--- config.mk ---
export PLATFORM = sky130hd
export DESIGN_NAME = tagword_unit
export DESIGN_NICKNAME = d
export VERILOG_FILES = /design/src/rtl/tagword_pkg.sv /design/src/rtl/tagword_rst_sync.sv /design/src/rtl/tagword_classify.sv /design/src/rtl/tagword_convert.sv /design/src/rtl/tagword_outreg.sv /design/src/rtl/tagword_unit.sv
export SDC_FILE = /design/constraint.sdc
export NUM_CORES = 1
export LEC_CHECK = 0
export BUFFER_PORTS_ARGS = -buffer_cell sky130_fd_sc_hd__clkbuf_2
export CORE_ASPECT_RATIO = 0.9
export CORE_MARGIN = 2
export CORE_UTILIZATION = 57
export CTS_CLUSTER_DIAMETER = 40
export DETAILED_ROUTE_END_ITERATION = 8
export GPL_TIMING_DRIVEN = 0
export PLACE_DENSITY = 0.88
export SLEW_MARGIN = 20
export SYNTH_ARGS = -nofsm -noshare
export SYNTH_HDL_FRONTEND = slang
export SYNTH_SLANG_ARGS = --single-unit
--- constraint.sdc ---
create_clock -name clk -period 3.6 [get_ports clk]
set_input_delay 0 -clock clk [delete_from_list [all_inputs] [get_ports clk]]
set_output_delay 0 -clock clk [all_outputs]
set_load 0.01 [all_outputs]
--- src/rtl/tagword_pkg.sv ---
package tagword_pkg;

  typedef enum logic [1:0] {
    CLS_RAW      = 2'b00,
    CLS_SMALLINT = 2'b01,
    CLS_CHAR     = 2'b10,
    CLS_OBJPTR   = 2'b11
  } word_class_e;

  typedef enum logic [1:0] {
    OP_PASS    = 2'b00,
    OP_UNTAG   = 2'b01,
    OP_RETAG   = 2'b10,
    OP_RAWCAST = 2'b11
  } word_op_e;

endpackage

--- src/rtl/tagword_rst_sync.sv ---
module tagword_rst_sync #(
  parameter int STAGES = 2
) (
  input  logic clk,
  input  logic rst_n,
  output logic rst_sync_n
);

  logic [STAGES-1:0] chain_q;
  logic [STAGES-1:0] chain_d;

  always_comb begin
    chain_d = {chain_q[STAGES-2:0], 1'b1};
  end

  always_ff @(posedge clk or negedge rst_n) begin
    if (!rst_n) chain_q <= '0;
    else        chain_q <= chain_d;
  end

  assign rst_sync_n = chain_q[STAGES-1];

endmodule

--- src/rtl/tagword_classify.sv ---
module tagword_classify
  import tagword_pkg::*;
#(
  parameter int W = 32
) (
  input  logic         tag,
  input  logic [W-1:0] word,
  output word_class_e  cls
);

  always_comb begin
    if (!tag)         cls = CLS_RAW;
    else if (word[0]) cls = CLS_SMALLINT;
    else if (word[1]) cls = CLS_CHAR;
    else              cls = CLS_OBJPTR;
  end

endmodule

--- src/rtl/tagword_convert.sv ---
module tagword_convert
  import tagword_pkg::*;
#(
  parameter int W = 32
) (
  input  logic         op_tag,
  input  logic [W-1:0] op_word,
  input  word_class_e  op_cls,
  input  word_op_e     op,
  input  logic         super_mode,
  output logic         res_tag,
  output logic [W-1:0] res_word,
  output logic         res_trap
);

  localparam int PAYLOAD_W = W - 1;

  logic           fits_small;
  logic           conv_tag;
  logic [W-1:0]   conv_word;
  logic           conv_trap;

  // A raw word fits the SmallInteger payload when its two top bits agree.
  assign fits_small = (op_word[W-1] == op_word[W-2]);

  always_comb begin
    conv_tag  = op_tag;
    conv_word = op_word;
    conv_trap = 1'b0;
    unique case (op)
      OP_PASS: ;
      OP_UNTAG: begin
        if (op_cls == CLS_SMALLINT) begin
          conv_tag  = 1'b0;
          conv_word = {op_word[W-1], op_word[W-1:1]};
        end else if (op_cls != CLS_RAW) begin
          conv_trap = 1'b1;
        end
      end
      OP_RETAG: begin
        if (op_cls == CLS_RAW) begin
          if (fits_small) begin
            conv_tag  = 1'b1;
            conv_word = {op_word[PAYLOAD_W-1:0], 1'b1};
          end else begin
            conv_trap = 1'b1;
          end
        end else if (op_cls != CLS_SMALLINT) begin
          conv_trap = 1'b1;
        end
      end
      OP_RAWCAST: begin
        if (op_cls == CLS_OBJPTR) conv_trap = 1'b1;
        else                      conv_tag  = 1'b0;
      end
      default: ;
    endcase
  end

  // Supervisor level and trapped requests leave the operand untouched.
  always_comb begin
    if (super_mode || conv_trap) begin
      res_tag  = op_tag;
      res_word = op_word;
    end else begin
      res_tag  = conv_tag;
      res_word = conv_word;
    end
    res_trap = conv_trap && !super_mode;
  end

endmodule

--- src/rtl/tagword_outreg.sv ---
module tagword_outreg
  import tagword_pkg::*;
#(
  parameter int W = 32
) (
  input  logic         clk,
  input  logic         rst_n,
  input  logic         load,
  input  logic         nxt_tag,
  input  logic [W-1:0] nxt_word,
  input  word_class_e  nxt_cls,
  input  logic         nxt_trap,
  output logic         q_valid,
  output logic         q_tag,
  output logic [W-1:0] q_word,
  output word_class_e  q_cls,
  output logic         q_trap
);

  logic         valid_d;
  logic         tag_d;
  logic [W-1:0] word_d;
  word_class_e  cls_d;
  logic         trap_d;

  always_comb begin
    valid_d = load;
    tag_d   = q_tag;
    word_d  = q_word;
    cls_d   = q_cls;
    trap_d  = q_trap;
    if (load) begin
      tag_d  = nxt_tag;
      word_d = nxt_word;
      cls_d  = nxt_cls;
      trap_d = nxt_trap;
    end
  end

  always_ff @(posedge clk or negedge rst_n) begin
    if (!rst_n) begin
      q_valid <= 1'b0;
      q_tag   <= 1'b0;
      q_word  <= '0;
      q_cls   <= CLS_RAW;
      q_trap  <= 1'b0;
    end else begin
      q_valid <= valid_d;
      q_tag   <= tag_d;
      q_word  <= word_d;
      q_cls   <= cls_d;
      q_trap  <= trap_d;
    end
  end

  // strobe reaches the output one cycle later
  a_r1_valid_follows: assert property (@(posedge clk) disable iff (!rst_n)
    load |=> q_valid);

  // no strobe, no valid, and held data
  a_r1_hold_idle: assert property (@(posedge clk) disable iff (!rst_n)
    !load |=> (!q_valid && $stable(q_word) && $stable(q_tag) && $stable(q_trap)));

endmodule

--- src/rtl/tagword_unit.sv ---
module tagword_unit
  import tagword_pkg::*;
#(
  parameter int W = 32
) (
  input  logic         clk,
  input  logic         rst_n,
  input  logic         in_valid,
  input  logic         in_tag,
  input  logic [W-1:0] in_word,
  input  logic [1:0]   in_op,
  input  logic         in_super,
  output logic         out_valid,
  output logic         out_tag,
  output logic [W-1:0] out_word,
  output logic [1:0]   out_class,
  output logic         out_trap
);

  logic         rst_sync_n;
  word_class_e  cls_in;
  word_class_e  cls_res;
  word_class_e  cls_q;
  word_op_e     op_sel;
  logic         res_tag;
  logic [W-1:0] res_word;
  logic         res_trap;

  assign op_sel = word_op_e'(in_op);

  tagword_rst_sync #(.STAGES(2)) i_rst_sync (
    .clk        (clk),
    .rst_n      (rst_n),
    .rst_sync_n (rst_sync_n)
  );

  tagword_classify #(.W(W)) i_cls_in (
    .tag  (in_tag),
    .word (in_word),
    .cls  (cls_in)
  );

  tagword_convert #(.W(W)) i_convert (
    .op_tag     (in_tag),
    .op_word    (in_word),
    .op_cls     (cls_in),
    .op         (op_sel),
    .super_mode (in_super),
    .res_tag    (res_tag),
    .res_word   (res_word),
    .res_trap   (res_trap)
  );

  tagword_classify #(.W(W)) i_cls_res (
    .tag  (res_tag),
    .word (res_word),
    .cls  (cls_res)
  );

  tagword_outreg #(.W(W)) i_outreg (
    .clk      (clk),
    .rst_n    (rst_sync_n),
    .load     (in_valid),
    .nxt_tag  (res_tag),
    .nxt_word (res_word),
    .nxt_cls  (cls_res),
    .nxt_trap (res_trap),
    .q_valid  (out_valid),
    .q_tag    (out_tag),
    .q_word   (out_word),
    .q_cls    (cls_q),
    .q_trap   (out_trap)
  );

  assign out_class = cls_q;

  // user code may not alter a pointer
  a_r6_pointer_guard: assert property (@(posedge clk) disable iff (!rst_sync_n)
    (in_valid && !in_super && cls_in == CLS_OBJPTR && op_sel != OP_PASS) |=> out_trap);

  // out-of-range retag traps
  a_r5_retag_overflow: assert property (@(posedge clk) disable iff (!rst_sync_n)
    (in_valid && !in_super && op_sel == OP_RETAG && !in_tag
     && (in_word[W-1] != in_word[W-2])) |=> out_trap);

  // supervisor requests pass through untouched
  a_r9_super_pass: assert property (@(posedge clk) disable iff (!rst_sync_n)
    (in_valid && in_super) |=> (!out_trap && out_tag == $past(in_tag)
                                && out_word == $past(in_word)));

  // a trapped request leaves the operand in place
  a_r8_trap_keeps: assert property (@(posedge clk) disable iff (!rst_sync_n)
    in_valid |=> (!out_trap || (out_tag == $past(in_tag) && out_word == $past(in_word))));

  // pass keeps all 33 bits
  a_r3_pass_exact: assert property (@(posedge clk) disable iff (!rst_sync_n)
    (in_valid && op_sel == OP_PASS) |=> (!out_trap && out_tag == $past(in_tag)
                                         && out_word == $past(in_word)));

  // a tagged result with low bits 00 is reported as a pointer
  a_r10_ptr_class: assert property (@(posedge clk) disable iff (!rst_sync_n)
    (out_valid && out_tag && out_word[1:0] == 2'b00) |-> out_class == 2'b11);

endmodule

# Word-level counts from Yosys, hierarchy flattened
# Cells that the tools add are included.
# word_totals
regBits,39
elab_cells,42
out_inout_bits,37
input_bits,39
ram_bits,0
latchBits,0
mem_count,0
mem_bits_ro,0
# classes
n_bitwise,0
eq_ne,7
shifts,0
n_mux,24
mul,0
n_reduce_logical,5
magnitude_cmp,0
n_addsub,0
div,0
# ops
op,n
$mux W32,3
$pmux W32 S2,1
$mux W31,1
$mux W1,13
$mux W2,4
$eq A2 B2 Y1 const B,3
$pmux W1 S3,2
$eq A2 B1 Y1 const B,2
$logic_not A2 Y1,1
$ne A2 B1 Y1 const B,1
$reduce_bool A2 Y1,1
$eq A1 B1 Y1,1
$logic_and A1 B1 Y1,1
$logic_not A1 Y1,1
$logic_or A1 B1 Y1,1

# Longest topological paths before layout
# depth
depth_word,12
ltp_mapped,9
mapped_depth_nobuf,7

# By module
# A second synthesis with hierarchy kept.
# unflattened
hier_cells,201
hier_area_um2,2582.5
# modules_own_cells
mod,area_each_um2,seq_area_each_um2,cells_per_inst,instances
tagword_outreg,1515.2,925.9,77,1
tagword_convert,973.4,0.0,115,1
tagword_rst_sync,53.8,50.0,3,1
tagword_classify,20.0,0.0,3,2

# Worst setup path after synthesis
# Ideal clock, no wire load.
# synth_timing
path_type,input to register
startpoint,input in_word[30]
endpoint,register i_outreg.q_word[1]
setup_ps,125
required_ps,3475
t_arrival_ps,1338
stages,7
slack_ps,2137
path_buffers,0
path_cell_list,inv_1 > ha_1 > nor2b_4 > nor3_2 > a21o_1 > o22ai_1 > mux2_4
# synth_between
elab_chain_cells,6
word_cells_on_any_way,9
cone_classes,eq/ne (1); mux (7); reduce/logical (1)
# synth_lines
item,line_no,rtl
from (decl),tagword_unit.sv:10,"input logic [W-1:0] in_word,"
$eq A1 B1 Y1 *,tagword_convert.sv:24,assign fits_small = (op_word[W-1] == op_word[W-2]);
$mux W1,tagword_convert.sv:42,if (fits_small) begin
$mux W1,tagword_convert.sv:41,if (op_cls == CLS_RAW) begin
$pmux W1 S3,tagword_convert.sv:30,unique case (op)
$logic_or A1 B1 Y1,tagword_convert.sv:62,if (super_mode || conv_trap) begin
$mux W32 *,tagword_convert.sv:62,
to (signal assigned),tagword_outreg.sv:50,q_word <= word_d;
to (decl),tagword_outreg.sv:15,"output logic [W-1:0] q_word,"
# Mark *: on every way between the ends. The rest lies on a longest branch, timed or not.
# A chain may end at the register's enable or synchronous reset.

==> results.cfg <==
[run_status]
status = complete, no violations

[timing]
layout_setup_ws_ns = 1.83
setup_viol = 0
period_needed_ns = 1.77
slew_viol_final = 0
worst_pin_slew_ns = 0.537
fin_crit_sh_pct = 49.2
fmax_mhz = 565
finalHoldViolCount = 0
slew_headroom_pct = 63.7
timing.setup.tns_ns = 0
skew_ns = 0.00755
rsz0062_at_grt = no

[cells_and_area]
final_layout_size_suffix_gt1_share_pct = 25.8
area_growth_pct = 19.4
final_cells = 476
fillCellCount = 404
fin_nets = 457
antenna_cells = 0

[synthesis]
ys_types = 41
ys_ff_latch = 39
netlist_top_cells_area = dfrtp_1 (33%), mux2i_1 (18%), a22o_1 (8.3%)
async_flop_share_pct = 100
synthSimpleGateAreaFrac_pct = 12.3
syn_area_per_cell_sq_um = 9.01
synth.area.mux_share_pct = 19.9
syn_area_sq_mm = 0.00295
synthAdderAreaFrac_pct = 2.54
synth_cells = 328
synth_top_family_by_area = compound AO/OA/AOI/OAI gates
synth_warnings = 0
netlist.area_leader.share_pct = 33.0
synth-compound-area-share_pct = 25.6
synth_fp_nets = 373
synth_top_area_cell = dfrtp_1
synthMostInstantiatedCell = nor2_1
synth-xor-area-share_pct = 0
synth-edff-count = 0
synthTopCellsByCount = nor2_1 (61), mux2i_1 (54), dfrtp_1 (39)
synthFlopType = dfrtp_1
ys_seq_area_share_pct = 33.0

[global_routing]
overflow = 0
grt_pass1_wl_microns = 12200
grt.total_usage_pct = 26.4
grt_pass1_vias = 2587
antenna_found_initial = 0
grt_max_degree = 21

[setup_path]
ff2ff_path_depth = 1
slowest_delay_ns = 0.52
cp_top_family = buffers and inverters
arrival_ns = 1.95
crit_required_ns = 3.78
crit_chain = dlygate4sd3_1 -> clkbuf_2 -> buf_1 -> clkbuf_1 -> a21boi_1 -> a21oi_1
crit_buf_inv = 4
start_kind = primary input
cp_max_fo = 10
path_class = in -> reg
rrSetupSlack_ns = 2.84
crit_slowest_cell = dlygate4sd3_1
cp-end-kind = register
r2r-start = i_outreg.q_word[1]
reg2reg_to = i_outreg.q_word[1]

[floorplanning]
start_util_pct = 60.0
die_y_microns = 72.3
coreArea_sq_mm = 0.00492
die_width_microns = 79.9
ioPinCount = 76
design.die.area_sq_mm = 0.00578
rows = 24

[clocking]
tritoncts = yes
cts_hold_repair.buffers = 2
cts-root-buf = clkbuf_8
post_cts_resized = 0
cts_buffer_depth = 2
cts_setup_buffers = 0
clock-sinks = 39
numCtsBuffers = 5
path_clk_slew_ns = 0.07
insertion_delay_ns = 0.29
htreeDepth = 2

[job]
drv_cap = 0

[pwr]
finalPower_uw = 1190
ir_drop_uv = 204
powerDensity_mw_per_mm2 = 336
p_leak_uw = 0.00161

[drt]
drt_wl_total_microns = 7440
vias = 2745
drtAntennaViolNets = 0
wl_per_cell_microns = 15.6
first_iter_violations = 180
drcViolationCount = 0
viasPerCell = 5.77
drt_first_pass_iters = 4

[place]
gp_congestion = 0.915
dp_cells = 468
portBuffers = 74
pre_cts_ws_ns = 1.82
place_hpwl_microns = 5420

[min_path]
hold_class = in -> async
## cell type report
| type | count | area [sq um] | share of cell area (%) |
|---|---|---|---|
| Sequential cell | 39 | 977 | 27.7 |
| Timing Repair Buffer | 77 | 418 | 11.8 |
| Multi-Input combinational cell | 254 | 1790 | 50.7 |
| Clock buffer | 6 | 72.6 | 2.06 |
| Buffer | 27 | 159 | 4.51 |
| Tap cell | 65 | 81.3 | 2.31 |
| Inverter | 8 | 30.0 | 0.851 |
## metal layers
metal  part of all wire (%)  routed length, microns  track usage (%)  up-vias
li1                       -                       -                -     1341
met1                     48                    3550             37.3     1328
met2                     47                    3520             43.9       71
met3                    4.6                     341             3.73        5
met4                   0.40                      30             4.71        0
met5                      0                       0                0        -
## how the worst max path moves through the flow
stage	from	to	depth (start not counted)
global placement	in_word[30]	i_outreg.q_word[1]	8
finish	in_valid	i_outreg.q_word[28]	6
detailed placement	in_word[30]	i_outreg.q_word[1]	8
floorplan	in_word[30]	i_outreg.q_word[1]	7
global route	in_valid	i_outreg.q_word[27]	6
CTS	in_valid	i_outreg.q_word[28]	6
## kinds of logic (layout without fill, tap and decap cells)
| family | count (synthesis) | in the layout |
|---|---|---|
| simple gates | 83 | 83 |
| compound gates | 106 | 106 |
| buf+inv | 35 | 118 |
| mux | 58 | 58 |
| fa+ha+maj | 6 | 6 |
| flops | 39 | 39 |
| other cells | 1 | 1 |
## stage by stage
step	cell area, sq um	utilization (%)	hold slack [ns]
6_report	3530	71.6	0.0220
4_1_cts	3530	71.6	0.0139
3_3_place_gp	3410	69.2	-0.213
3_5_place_dp	3430	69.7	-0.213
2_1_floorplan	2950	-	-0.296
5_1_grt	3530	71.6	0.0344
## power by group
group | total [uW] | internal [uW] | switching, uW
Combinational | 389 | 174 | 214
Clock | 278 | 129 | 149
Sequential | 520 | 489 | 30.9
## state kept, by name, indices dropped and copies added (netlist names)
| name | flops |
|---|---|
| i_outreg.q_tag | 1 |
| i_outreg.q_word | 32 |
| i_outreg.q_cls | 2 |
| i_outreg.q_trap | 1 |
| i_rst_sync.chain_q | 2 |
| i_outreg.q_valid | 1 |
## placed cells by master, fill, tap and decap left out, types with 2 or more instances in the layout
cell / Yosys / routed
buf_1: 4 / 4
a21oi_1: 27 / 27
nand3_1: 3 / 3
ha_1: 6 / 6
clkbuf_1: 9 / 10
nand2b_1: 2 / 2
o21ai_0: 8 / 8
nand2_1: 10 / 10
nor2_1: 61 / 61
dfrtp_1: 39 / 38
a31oi_1: 4 / 4
buf_2: 6 / 6
a22o_1: 28 / 28
mux2i_1: 54 / 54
a21boi_0: 19 / 19
a21o_1: 2 / 2
buf_6: 6 / 6
dlygate4sd3_1: 0 / 2
inv_1: 8 / 8
clkbuf_8: 0 / 5
o22ai_1: 2 / 2
mux2_2: 3 / 3
a21boi_1: 7 / 7
clkbuf_2: 1 / 75
Power figures use the tool's default switching activity.
